## src/rtl/dma_page_pkg.sv

```systemverilog
package dma_page_pkg;
  localparam int NUM_CH = 4;
  localparam int CH_W = $clog2(NUM_CH);

  typedef struct packed {
    logic            hit;
    logic [CH_W-1:0] ch;
    logic            wrLow;
    logic            wrHigh;
    logic            rdHigh;
  } pageStrobe_t;

  // fixed, non-linear offset to channel table; returns {hit, ch}
  function automatic logic [CH_W:0] portToChan(input logic [2:0] ofs);
    case (ofs)
      3'd1:    portToChan = {1'b1, 2'd2};
      3'd2:    portToChan = {1'b1, 2'd3};
      3'd3:    portToChan = {1'b1, 2'd1};
      3'd7:    portToChan = {1'b1, 2'd0};
      default: portToChan = '0;
    endcase
  endfunction
endpackage

```

## src/rtl/dma_page_ctrl.sv

```systemverilog
module dma_page_ctrl
  import dma_page_pkg::*;
#(
  parameter bit HAS_HIGH = 1'b1
) (
  input  logic        wrEn,
  input  logic        bankSel,
  input  logic [2:0]  portOfs,
  output pageStrobe_t strb
);
  logic [CH_W:0] lookup;

  always_comb begin
    lookup      = portToChan(portOfs);
    strb.hit    = lookup[CH_W];
    strb.ch     = lookup[CH_W-1:0];
    strb.wrLow  = wrEn && lookup[CH_W] && !bankSel;
    strb.wrHigh = HAS_HIGH && wrEn && lookup[CH_W] && bankSel;
    strb.rdHigh = bankSel;
  end
endmodule

```

## src/rtl/dma_page_dp.sv

```systemverilog
module dma_page_dp
  import dma_page_pkg::*;
#(
  parameter int PAGE_W    = 8,
  parameter int HIGH_BITS = 7,
  parameter int ADDR_W    = 16,
  parameter bit HAS_HIGH  = 1'b1,
  localparam int PHYS_W   = HIGH_BITS + PAGE_W + ADDR_W
) (
  input  logic              clk,
  input  logic              rstN,
  input  pageStrobe_t       strb,
  input  logic [PAGE_W-1:0] wrData,
  input  logic [CH_W-1:0]   actCh,
  input  logic [ADDR_W-1:0] curAddr,
  input  logic              decMode,
  input  logic [ADDR_W-1:0] xferPos,
  input  logic [ADDR_W-1:0] xferLen,
  output logic [PAGE_W-1:0] rdData,
  output logic [PHYS_W-1:0] physAddr,
  output logic [PHYS_W-1:0] xferAddr
);
  logic [PAGE_W-1:0] lowPage  [NUM_CH];
  logic [PAGE_W-1:0] highPage [NUM_CH];

  always_ff @(posedge clk or negedge rstN) begin
    if (!rstN) begin
      for (int i = 0; i < NUM_CH; i++) lowPage[i] <= '0;
    end else if (strb.wrLow) begin
      lowPage[strb.ch] <= wrData;
    end
  end

  generate
    if (HAS_HIGH) begin : gHigh
      always_ff @(posedge clk or negedge rstN) begin
        if (!rstN) begin
          for (int i = 0; i < NUM_CH; i++) highPage[i] <= '0;
        end else if (strb.wrHigh) begin
          highPage[strb.ch] <= wrData;
        end
      end
    end else begin : gNoHigh
      always_comb begin
        for (int i = 0; i < NUM_CH; i++) highPage[i] = '0;
      end
    end
  endgenerate

  always_comb begin
    if (!strb.hit)       rdData = '0;
    else if (strb.rdHigh) rdData = highPage[strb.ch];
    else                 rdData = lowPage[strb.ch];
  end

  logic [HIGH_BITS-1:0] highCut;
  logic [PHYS_W-1:0]    posExt, lenExt;

  always_comb begin
    highCut  = highPage[actCh][HIGH_BITS-1:0];
    physAddr = {highCut, lowPage[actCh], curAddr};
    posExt   = PHYS_W'(xferPos);
    lenExt   = PHYS_W'(xferLen);
    if (decMode) xferAddr = physAddr - posExt - lenExt;
    else         xferAddr = physAddr + posExt;
  end
endmodule

```

## src/rtl/dma_page_addr_gen.sv

```systemverilog
module dma_page_addr_gen
  import dma_page_pkg::*;
#(
  parameter int PAGE_W    = 8,
  parameter int HIGH_BITS = 7,
  parameter int ADDR_W    = 16,
  parameter bit HAS_HIGH  = 1'b1,
  localparam int PHYS_W   = HIGH_BITS + PAGE_W + ADDR_W
) (
  input  logic              clk,
  input  logic              rstN,
  input  logic              wrEn,
  input  logic              bankSel,
  input  logic [2:0]        portOfs,
  input  logic [PAGE_W-1:0] wrData,
  output logic [PAGE_W-1:0] rdData,
  input  logic [CH_W-1:0]   actCh,
  input  logic [ADDR_W-1:0] curAddr,
  input  logic              decMode,
  input  logic [ADDR_W-1:0] xferPos,
  input  logic [ADDR_W-1:0] xferLen,
  output logic [PHYS_W-1:0] physAddr,
  output logic [PHYS_W-1:0] xferAddr
);
  pageStrobe_t strb;

  dma_page_ctrl #(.HAS_HIGH(HAS_HIGH)) uCtrl (
    .wrEn(wrEn), .bankSel(bankSel), .portOfs(portOfs), .strb(strb)
  );

  dma_page_dp #(
    .PAGE_W(PAGE_W), .HIGH_BITS(HIGH_BITS), .ADDR_W(ADDR_W), .HAS_HIGH(HAS_HIGH)
  ) uDp (
    .clk(clk), .rstN(rstN), .strb(strb), .wrData(wrData),
    .actCh(actCh), .curAddr(curAddr), .decMode(decMode),
    .xferPos(xferPos), .xferLen(xferLen),
    .rdData(rdData), .physAddr(physAddr), .xferAddr(xferAddr)
  );
endmodule

```

## config.mk

```make
export PLATFORM = sky130hd
export DESIGN_NAME = dma_page_addr_gen
export DESIGN_NICKNAME = d
export VERILOG_FILES = /design/src/rtl/dma_page_pkg.sv /design/src/rtl/dma_page_ctrl.sv /design/src/rtl/dma_page_dp.sv /design/src/rtl/dma_page_addr_gen.sv
export SDC_FILE = /design/constraint.sdc
export NUM_CORES = 1
export LEC_CHECK = 0
export BUFFER_PORTS_ARGS = -buffer_cell sky130_fd_sc_hd__buf_2
export CAP_MARGIN = 20
export CORE_MARGIN = 2
export CORE_UTILIZATION = 56
export CTS_CLUSTER_DIAMETER = 60
export DETAILED_ROUTE_END_ITERATION = 10
export PLACE_DENSITY_LB_ADDON = 0.25
export SLEW_MARGIN = 10
export SYNTH_ARGS = -nofsm -noshare
export SYNTH_HDL_FRONTEND = slang
export SYNTH_SLANG_ARGS = --single-unit
```

## constraint.sdc

```tcl
create_clock -name clk -period 4.6 [get_ports clk]
set_input_delay 0.92 -clock clk [delete_from_list [all_inputs] [get_ports clk]]
set_output_delay 0.92 -clock clk [all_outputs]
set_load 0.005 [all_outputs]
```

==> flow_summary.toml, run 1 <==
[run_status]
status = "finished, final reports clean"

[yosys]
synth_common_cells = "dfrtp_1, mux2_2, nor2_1"
syn_area_um2 = 6040
netlist_instances = 647
synth_seq_cells = 64
synth.avg_cell_area_um2 = 9.34
ys_seq_area_share_pct = 26.5
synth.distinct_cells = 69
synth-edff-count = 0
synthFlopType = "dfrtp_1"
yosysTopAreaCell = "dfrtp_1"
synth_top_area_share_pct = 26.5
async_flop_share_pct = 100
syn_nets = 765
synthesis.yosys.warnings = 0
ys_top_cells_by_area = "dfrtp_1, mux2_2, ha_1, fa_1, mux4_2"

[min_path]
hp-class = "reg2reg"

[critical_path]
required_ns = 3.68
arrival_ns = 3.56
cpPeakStageDelay_ns = 0.43
cp_num_buf_inv = 3
startpoint_type = "input port"
cp_cell_sequence = "buf_2 > inv_1 > fa_1 > ha_1 > a211oi_2 > o21ai_0 > o311ai_1 > nand2_1 > nand2_1 > a21oi_1 > o32ai_1 > xnor2_1 > buf_2"
crit_path_top_delay_cell = "fa_1"
critical_path.top_delay_family = "compound AO/OA/AOI/OAI gates"
cp-end-kind = "primary output"
cp_max_fo = 4
setup.worst_path.class = "in2out"

[sta]
slew_viol_final = 0
fin_tns_setup_ns = 0
finalCritPeriodShare_pct = 97.3
period_needed_ns = 4.48
slew_headroom_pct = 24.4
clock.fmax_ghz = 0.223
finalClockSkew_ns = 0
max_slew.worst_pin.slew_ns = 1.13
hold_viol = 0
rsz0062_at_grt = "true"
setup_viol = 0
setup_ws_ns = 0.122

[global_routing]
grt_pass1_wl_um = 26400
grt_pass1_vias = 5554
grt_overflow = 0
grtUsageTotal_pct = 28.8
grt_antenna_before_repair = 0
grt_start_max_net_pins = 34

[drt]
drcViolationCount = 0
wl_per_cell_um = 17.9
drt_iter0_markers = 302
vias = 5664
vias_per_cell = 6.07
drtPass1Iterations = 5
ant_nets = 0
wl_um = 16700

[clock_network]
clock_latency_ns = 0.34
cts_sinks = 64
clockBufferDepth = 2
cts_hold_buf = 0
clkSlewWorstSetupHoldPaths_ns = 0.07
numCtsBuffers = 9
cts_tree = "yes"
cts-root-buf = "clkbuf_8"
htreeDepth = 3

[power_and_ir_drop]
p_leak_nw = 3.44
p_total_mw = 2.55
ir_drop_mv = 0.269
power_density_nw_per_um2 = 355

[final_layout]
antennaDiodeCount = 0
drive_gt1_share_pct = 36.4
utilization_pct = 69.0
postLayoutCellArea_um2 = 7190
final_nets = 910
area_growth_pct = 19.0

[placed_design]
place_ws_ns = -0.0183
placed_area_um2 = 6910
hpwl_um = 13000
numPortBuffers = 135
gp_congestion = 0.930

[floorplan]
core-area_um2 = 10400
die_x_um = 108
start_util_pct = 58.0
num_io_pins = 136
die_area_um2 = 11600
die_h_um = 108
std_cell_rows = 37

[job]
cap_violations = 0
[through the flow]
| stage | instances | hold slack, ns |
|---|---|---|
| finish | 933 | 0.518 |
| global route | 933 | 0.538 |
| CTS | 930 | 0.518 |
| detailed placement | 914 | 0.499 |
| global placement | 914 | 0.488 |
| floorplan | 647 | 0.480 |
[cell type report]
| cell class | instances | area (µm²) |
|---|---|---|
| well taps | 136 | 170 |
| repair buffers | 170 | 938 |
| clock buffers | 11 | 141 |
| flip-flops and latches | 64 | 1600 |
| inverters | 45 | 169 |
| fillers | 863 | 3230 |
| clock inverters | 5 | 80.1 |
| multi-input cells | 502 | 4090 |
[sequential cells by signal, summed over array words and instances, names as in the netlist]
register / cells
uDp.highPage: 32
uDp.lowPage: 32
[final timing paths]
| kind | startpoint | endpoint | slack [ns] | cells after the start |
|---|---|---|---|---|
| min | uDp.highPage[31]$_DFFE_PN0P_ | uDp.highPage[31]$_DFFE_PN0P_ | 0.52 | 1 |
| max reg2reg | uDp.highPage[3]$_DFFE_PN0P_ | uDp.highPage[3]$_DFFE_PN0P_ | 3.81 | 1 |
| max | xferPos[2] | xferAddr[23] | 0.12 | 13 |
| min in group asynchronous | rstN | uDp.highPage[20]$_DFFE_PN0P_ | 0.63 | 1 |
| max in group asynchronous | rstN | uDp.lowPage[10]$_DFFE_PN0P_ | 3.08 | 2 |
| min reg2reg | uDp.highPage[31]$_DFFE_PN0P_ | uDp.highPage[31]$_DFFE_PN0P_ | 0.52 | 1 |
[power by group]
group          internal [mW]  switching [mW]
sequential             0.690          0.0978
combinational          0.600           0.629
clock                  0.319           0.213
[cell families after synthesis]
| kind of cell | share of synthesized area (%) |
|---|---|
| compound gates | 17.4 |
| simple gates | 13.5 |
| mux | 17.9 |
| buf+inv | 6.42 |
| flops | 26.5 |
| fa+ha+maj | 12.9 |
| xor+xnor | 5.36 |
[timing repair]
action                                  4_1_cts  5_1_grt
pin swaps                                     0        6
endpoints found under the hold margin         0        0
setup buffers                                 0        3
endpoints found under the setup margin        3        9
gates resized for setup                       2        9
[cell usage in the layout (no fill, tap or decap), drive strengths merged, types with 3 or more instances in the layout]
cell and n:
buf 170, mux2 65, dfrtp 64, nor2 55
a21oi 52, inv 45, ha 35, o22ai 32
nand2 31, o21ai 31, xor2 21, fa 17
xnor2 16, mux4 14, nor3 14, nand2b 13
nand3 11, clkbuf 11, a21o 10, a211oi 7
or2 7, nand3b 6, a31oi 6, o211ai 5
o21a 5, o31ai 5, mux2i 3, or3b 3
nand4 3, and3 3, nor2b 3, and2 3
[metal layers]
metal	global-route usage [%]	up-vias	routed length (µm)
met5	0	-	0
met4	10.3	0	415
met3	3.21	38	1220
li1	-	2638	-
met2	51.9	255	8680
met1	35.4	2733	6430
Note: power is estimated with default switching activity, not from simulation.
==> inputs of run 2 (changes only) <==
--- a/config.mk
+++ b/config.mk
@@ -8,7 +8,7 @@
 export BUFFER_PORTS_ARGS = -buffer_cell sky130_fd_sc_hd__buf_2
 export CAP_MARGIN = 20
 export CORE_MARGIN = 2
-export CORE_UTILIZATION = 56
+export CORE_UTILIZATION = 50
 export CTS_CLUSTER_DIAMETER = 60
 export DETAILED_ROUTE_END_ITERATION = 10
 export PLACE_DENSITY_LB_ADDON = 0.25
==> flow_summary.toml, run 2 (synthesized netlist as in run 1, its figures left out) <==
[sta]
fin_tns_setup_ns = 0
finalClockSkew_ns = 0
hold_viol = 0
slew_viol_final = 0
max_slew.worst_pin.slew_ns = 0.966
whs_ns = 0.517
slew_headroom_pct = 35.3
clock.fmax_ghz = 0.220
period_needed_ns = 4.55
setup_viol = 0
setup_ws_ns = 0.0512
finalCritPeriodShare_pct = 98.9

[clock_network]
clkSlewWorstSetupHoldPaths_ns = 0.05
cts_tree = "yes"
htreeDepth = 3
numCtsBuffers = 9
clockBufferDepth = 2
cts_hold_buf = 0
clock_latency_ns = 0.32
cts-root-buf = "clkbuf_16"
cts_sinks = 64

[placed_design]
hpwl_um = 12900
placed_area_um2 = 6940
numPortBuffers = 135
dp_cells = 927
gp_congestion = 0.914
place_ws_ns = -0.114

[final_layout]
antennaDiodeCount = 0
fillers = 1044
utilization_pct = 61.7
final_common_cell = "buf_2"
area_growth_pct = 21.7
top_regs = "uDp.highPage: 32 flops, uDp.lowPage: 32 flops"
mostFrequentLayoutCells = "buf_2, mux2_2, dfrtp_1"
drive_gt1_share_pct = 37.5
postLayoutCellArea_um2 = 7350
instances_no_fill = 946
final_nets = 912

[critical_path]
r2r_slack_ns = 3.81
cp-end-kind = "primary output"
cp_max_fo = 4
worstReg2RegEnd = "uDp.highPage[17]$_DFFE_PN0P_"
required_ns = 3.68
setup.worst_path.class = "in2out"
rr_startpoint = "uDp.highPage[17]$_DFFE_PN0P_"
worst-r2r-cell-count = 1
startpoint_type = "input port"
arrival_ns = 3.63

[floorplan]
core-area_um2 = 11900
num_io_pins = 136
die_x_um = 114
std_cell_rows = 40
die_area_um2 = 13000
start_util_pct = 50.7
die_h_um = 114

[drt]
m1WireLength_um = 7080
drcViolationCount = 0
wl_um = 17200
ant_nets = 0
wl_per_cell_um = 18.2
met3_length_um = 1060
highest_layer = "met4"
vias_per_cell = 5.96
routed-wl-met2_um = 8660
vias = 5636
drtPass1Iterations = 5
drt_iter0_markers = 483

[job]
cap_violations = 0

[power_and_ir_drop]
ir_drop_mv = 0.287
power_density_nw_per_um2 = 366
p_total_mw = 2.69
p_leak_nw = 3.49

[global_routing]
grt_antenna_before_repair = 0
grt_start_max_net_pins = 39
grtUsageTotal_pct = 26.2
grt_overflow = 0
grt_pass1_wl_um = 27100
grt_pass1_vias = 5583

[min_path]
hold_depth = 1
hp-start = "uDp.highPage[15]$_DFFE_PN0P_"
holdPathEnd = "uDp.highPage[15]$_DFFE_PN0P_"
hp-class = "reg2reg"

[run_status]
status = "finished, final reports clean"
==> run 2: power by group <==
group / leakage, nW / switching, mW / internal, mW / total, mW
clock network: 0.145 / 0.232 / 0.406 / 0.638
registers: 0.802 / 0.0960 / 0.692 / 0.788
logic: 2.54 / 0.645 / 0.621 / 1.27
==> run 2: cell type report <==
type	instances	area (µm²)	share of cell area (%)
Multi-Input combinational cell	502	4160	56.6
Sequential cell	64	1600	21.8
Timing Repair Buffer	172	953	13.0
Clock buffer	13	270	3.68
Tap cell	147	184	2.50
Inverter	45	169	2.30
Clock inverter	3	15.0	0.204
==> run 2: what timing repair did <==
action	in CTS	in global routing
setup endpoints to repair	6	11
gates cloned	0	0
setup buffers	0	2
hold endpoints to repair	0	0
resized for setup	4	15
pin swaps	0	11
==> run 2: worst max-delay path by stage <==
stage | slack [ns] | depth (start not counted) | startpoint | end
final | 0.05 | 13 | xferPos[3] | xferAddr[27]
after global routing | -0.06 | 13 | xferPos[3] | xferAddr[22]
after CTS | 0.003 | 12 | curAddr[2] | xferAddr[27]
after detailed placement | -0.11 | 13 | xferPos[3] | xferAddr[30]
after global placement | -0.06 | 12 | curAddr[2] | xferAddr[27]
after floorplan | 0.40 | 11 | xferPos[7] | xferAddr[28]
==> run 2: per-layer routing <==
metal,up-vias,global-route usage [%]
met3,43,3.24
met2,229,46.5
met1,2721,33.1
li1,2643,-
met4,0,9.02
met5,-,0
==> run 2: worst max-delay path: stages <==
cell       delay (ns)
buf_2            0.10
inv_1            0.05
fa_1             0.47
ha_1             0.37
o21ai_0          0.25
o21ai_0          0.15
o311ai_1         0.35
nand2_1          0.13
nand2_1          0.13
a2bb2oi_2        0.08
a21oi_1          0.15
xor2_1           0.29
buf_2            0.17
==> inputs of run 3 (changes only) <==
==> constraint.sdc (replaced) <==
create_clock -name clk -period 4.7 [get_ports clk]
set_input_delay 0.94 -clock clk [delete_from_list [all_inputs] [get_ports clk]]
set_output_delay 0.94 -clock clk [all_outputs]
set_load 0.005 [all_outputs]
==> flow_summary.toml, run 3 (synthesized netlist as in run 1, its figures left out) <==
[clock_network]
numCtsBuffers = 9
cts_hold_buf = 0
cts_sinks = 64
clockBufferDepth = 2
clock_latency_ns = 0.33
htreeDepth = 3
clkSlewWorstSetupHoldPaths_ns = 0.05
cts_tree = "yes"
cts-root-buf = "clkbuf_16"

[floorplan]
num_io_pins = 136
die_h_um = 114
core-area_um2 = 11900
std_cell_rows = 40
die_x_um = 114
start_util_pct = 50.7
die_area_um2 = 13000

[final_layout]
mostFrequentLayoutCells = "buf_2, mux2_2, dfrtp_1"
final_common_cell = "buf_2"
utilization_pct = 60.6
drive_gt1_share_pct = 35.2
final_nets = 899
antennaDiodeCount = 0
fillers = 1041
area_growth_pct = 19.6
top_regs = "uDp.highPage: 32 flops, uDp.lowPage: 32 flops"

[sta]
clock.fmax_ghz = 0.221
setup_viol = 0
max_slew.worst_pin.slew_ns = 1.11
slew_viol_final = 0
finalCritPeriodShare_pct = 96.5
fin_tns_setup_ns = 0
finalClockSkew_ns = 0
slew_headroom_pct = 25.8
period_needed_ns = 4.53
hold_viol = 0

[min_path]
hp-start = "uDp.highPage[31]$_DFFE_PN0P_"
hp-class = "reg2reg"
holdPathEnd = "uDp.highPage[31]$_DFFE_PN0P_"
hold_depth = 1

[drt]
drt_iter0_markers = 524
vias_per_cell = 5.98
wl_per_cell_um = 17.9
drtPass1Iterations = 5
drcViolationCount = 0
vias = 5584
ant_nets = 0
wl_um = 16700

[critical_path]
r2r_slack_ns = 3.90
cpPeakStageDelay_ns = 0.48
required_ns = 3.76
arrival_ns = 3.59
startpoint_type = "input port"
crit_path_top_delay_cell = "or3b_2"
cp_max_fo = 3
worstReg2RegEnd = "uDp.lowPage[1]$_DFFE_PN0P_"
cp-startpoint = "curAddr[0]"
rr_startpoint = "uDp.lowPage[1]$_DFFE_PN0P_"
cp_cell_sequence = "buf_2 > ha_1 > inv_1 > fa_1 > nand2b_1 > a21oi_2 > o21a_1 > o31a_1 > o31a_2 > or3b_2 > a21oi_1 > xnor2_1 > buf_2"
cpMostUsedCell = "buf_2"
setup.worst_path.class = "in2out"
worst-r2r-cell-count = 1
cp-end-kind = "primary output"

[power_and_ir_drop]
p_leak_nw = 3.43
power_density_nw_per_um2 = 370
p_total_mw = 2.67
ir_drop_mv = 0.338

[global_routing]
grt_pass1_vias = 5444
grt_overflow = 0
grt_pass1_wl_um = 26100
grt_antenna_before_repair = 0
grt_start_max_net_pins = 65
grtUsageTotal_pct = 25.3

[run_status]
status = "finished, final reports clean"

[placed_design]
gp_congestion = 0.905
numPortBuffers = 135
hpwl_um = 12500

[job]
cap_violations = 0
[run 3: cell count changes in the layout (fill, tap and decap cells not counted), sizes merged]
cell,change
buf,-13
bufinv,+2
clkinv,-2
[run 3: where the power goes]
part	switching, mW	internal [mW]	total, mW
sequential	0.0919	0.677	0.769
clock	0.224	0.478	0.701
combinational	0.618	0.586	1.20
[run 3: what timing repair did]
action | 4_1_cts | 5_1_grt
gates resized for setup | 2 | 9
endpoints found under the setup margin | 4 | 10
buffers inserted | 0 | 1
pin swaps | 0 | 5
[run 3: worst max path at each step]
stage | endpoint | slack (ns) | cells past startpoint
global placement | xferAddr[27] | 0.03 | 12
finish | xferAddr[28] | 0.17 | 13
floorplan | xferAddr[28] | 0.46 | 11
global route | xferAddr[27] | -0.0006 | 14
CTS | xferAddr[27] | 0.03 | 12
detailed placement | xferAddr[27] | -0.05 | 12
[run 3: worst max-delay path, delay by kind of cell]
family,cells,cell delay [ns]
XOR/XNOR,1,0.13
adder cells (fa/ha/maj),2,0.58
AO/OA/AOI/OAI,5,0.93
buffers and inverters,3,0.32
AND/OR/NAND/NOR,2,0.70
[run 3: cell type report]
cell class / count / area, µm² / share of cell area, %
Inverter: 45 / 169 / 2.34
Sequential cell: 64 / 1600 / 22.2
Clock buffer: 13 / 250 / 3.47
Tap cell: 147 / 184 / 2.55
Timing Repair Buffer: 159 / 856 / 11.9
Clock inverter: 3 / 65.1 / 0.901
Multi-Input combinational cell: 502 / 4100 / 56.7
[run 3: through the flow]
step	hold slack [ns]	worst slack (ns)	area, µm²	std cells
2_1_floorplan	0.480	0.462	6040	647
3_3_place_gp	0.490	0.0294	6850	916
3_5_place_dp	0.498	-0.0541	6850	916
4_1_cts	0.510	0.0318	7170	932
5_1_grt	0.537	-0.000567	7220	933
6_report	0.509	0.166	7220	933
[run 3: routing by layer]
layer | vias to the layer above | share of wire (%) | track usage, %
met4 | 0 | 2.7 | 9.11
met3 | 41 | 6.8 | 4.62
met5 | - | 0 | 0
met1 | 2675 | 41 | 32.6
met2 | 256 | 49 | 43.1
li1 | 2612 | - | -
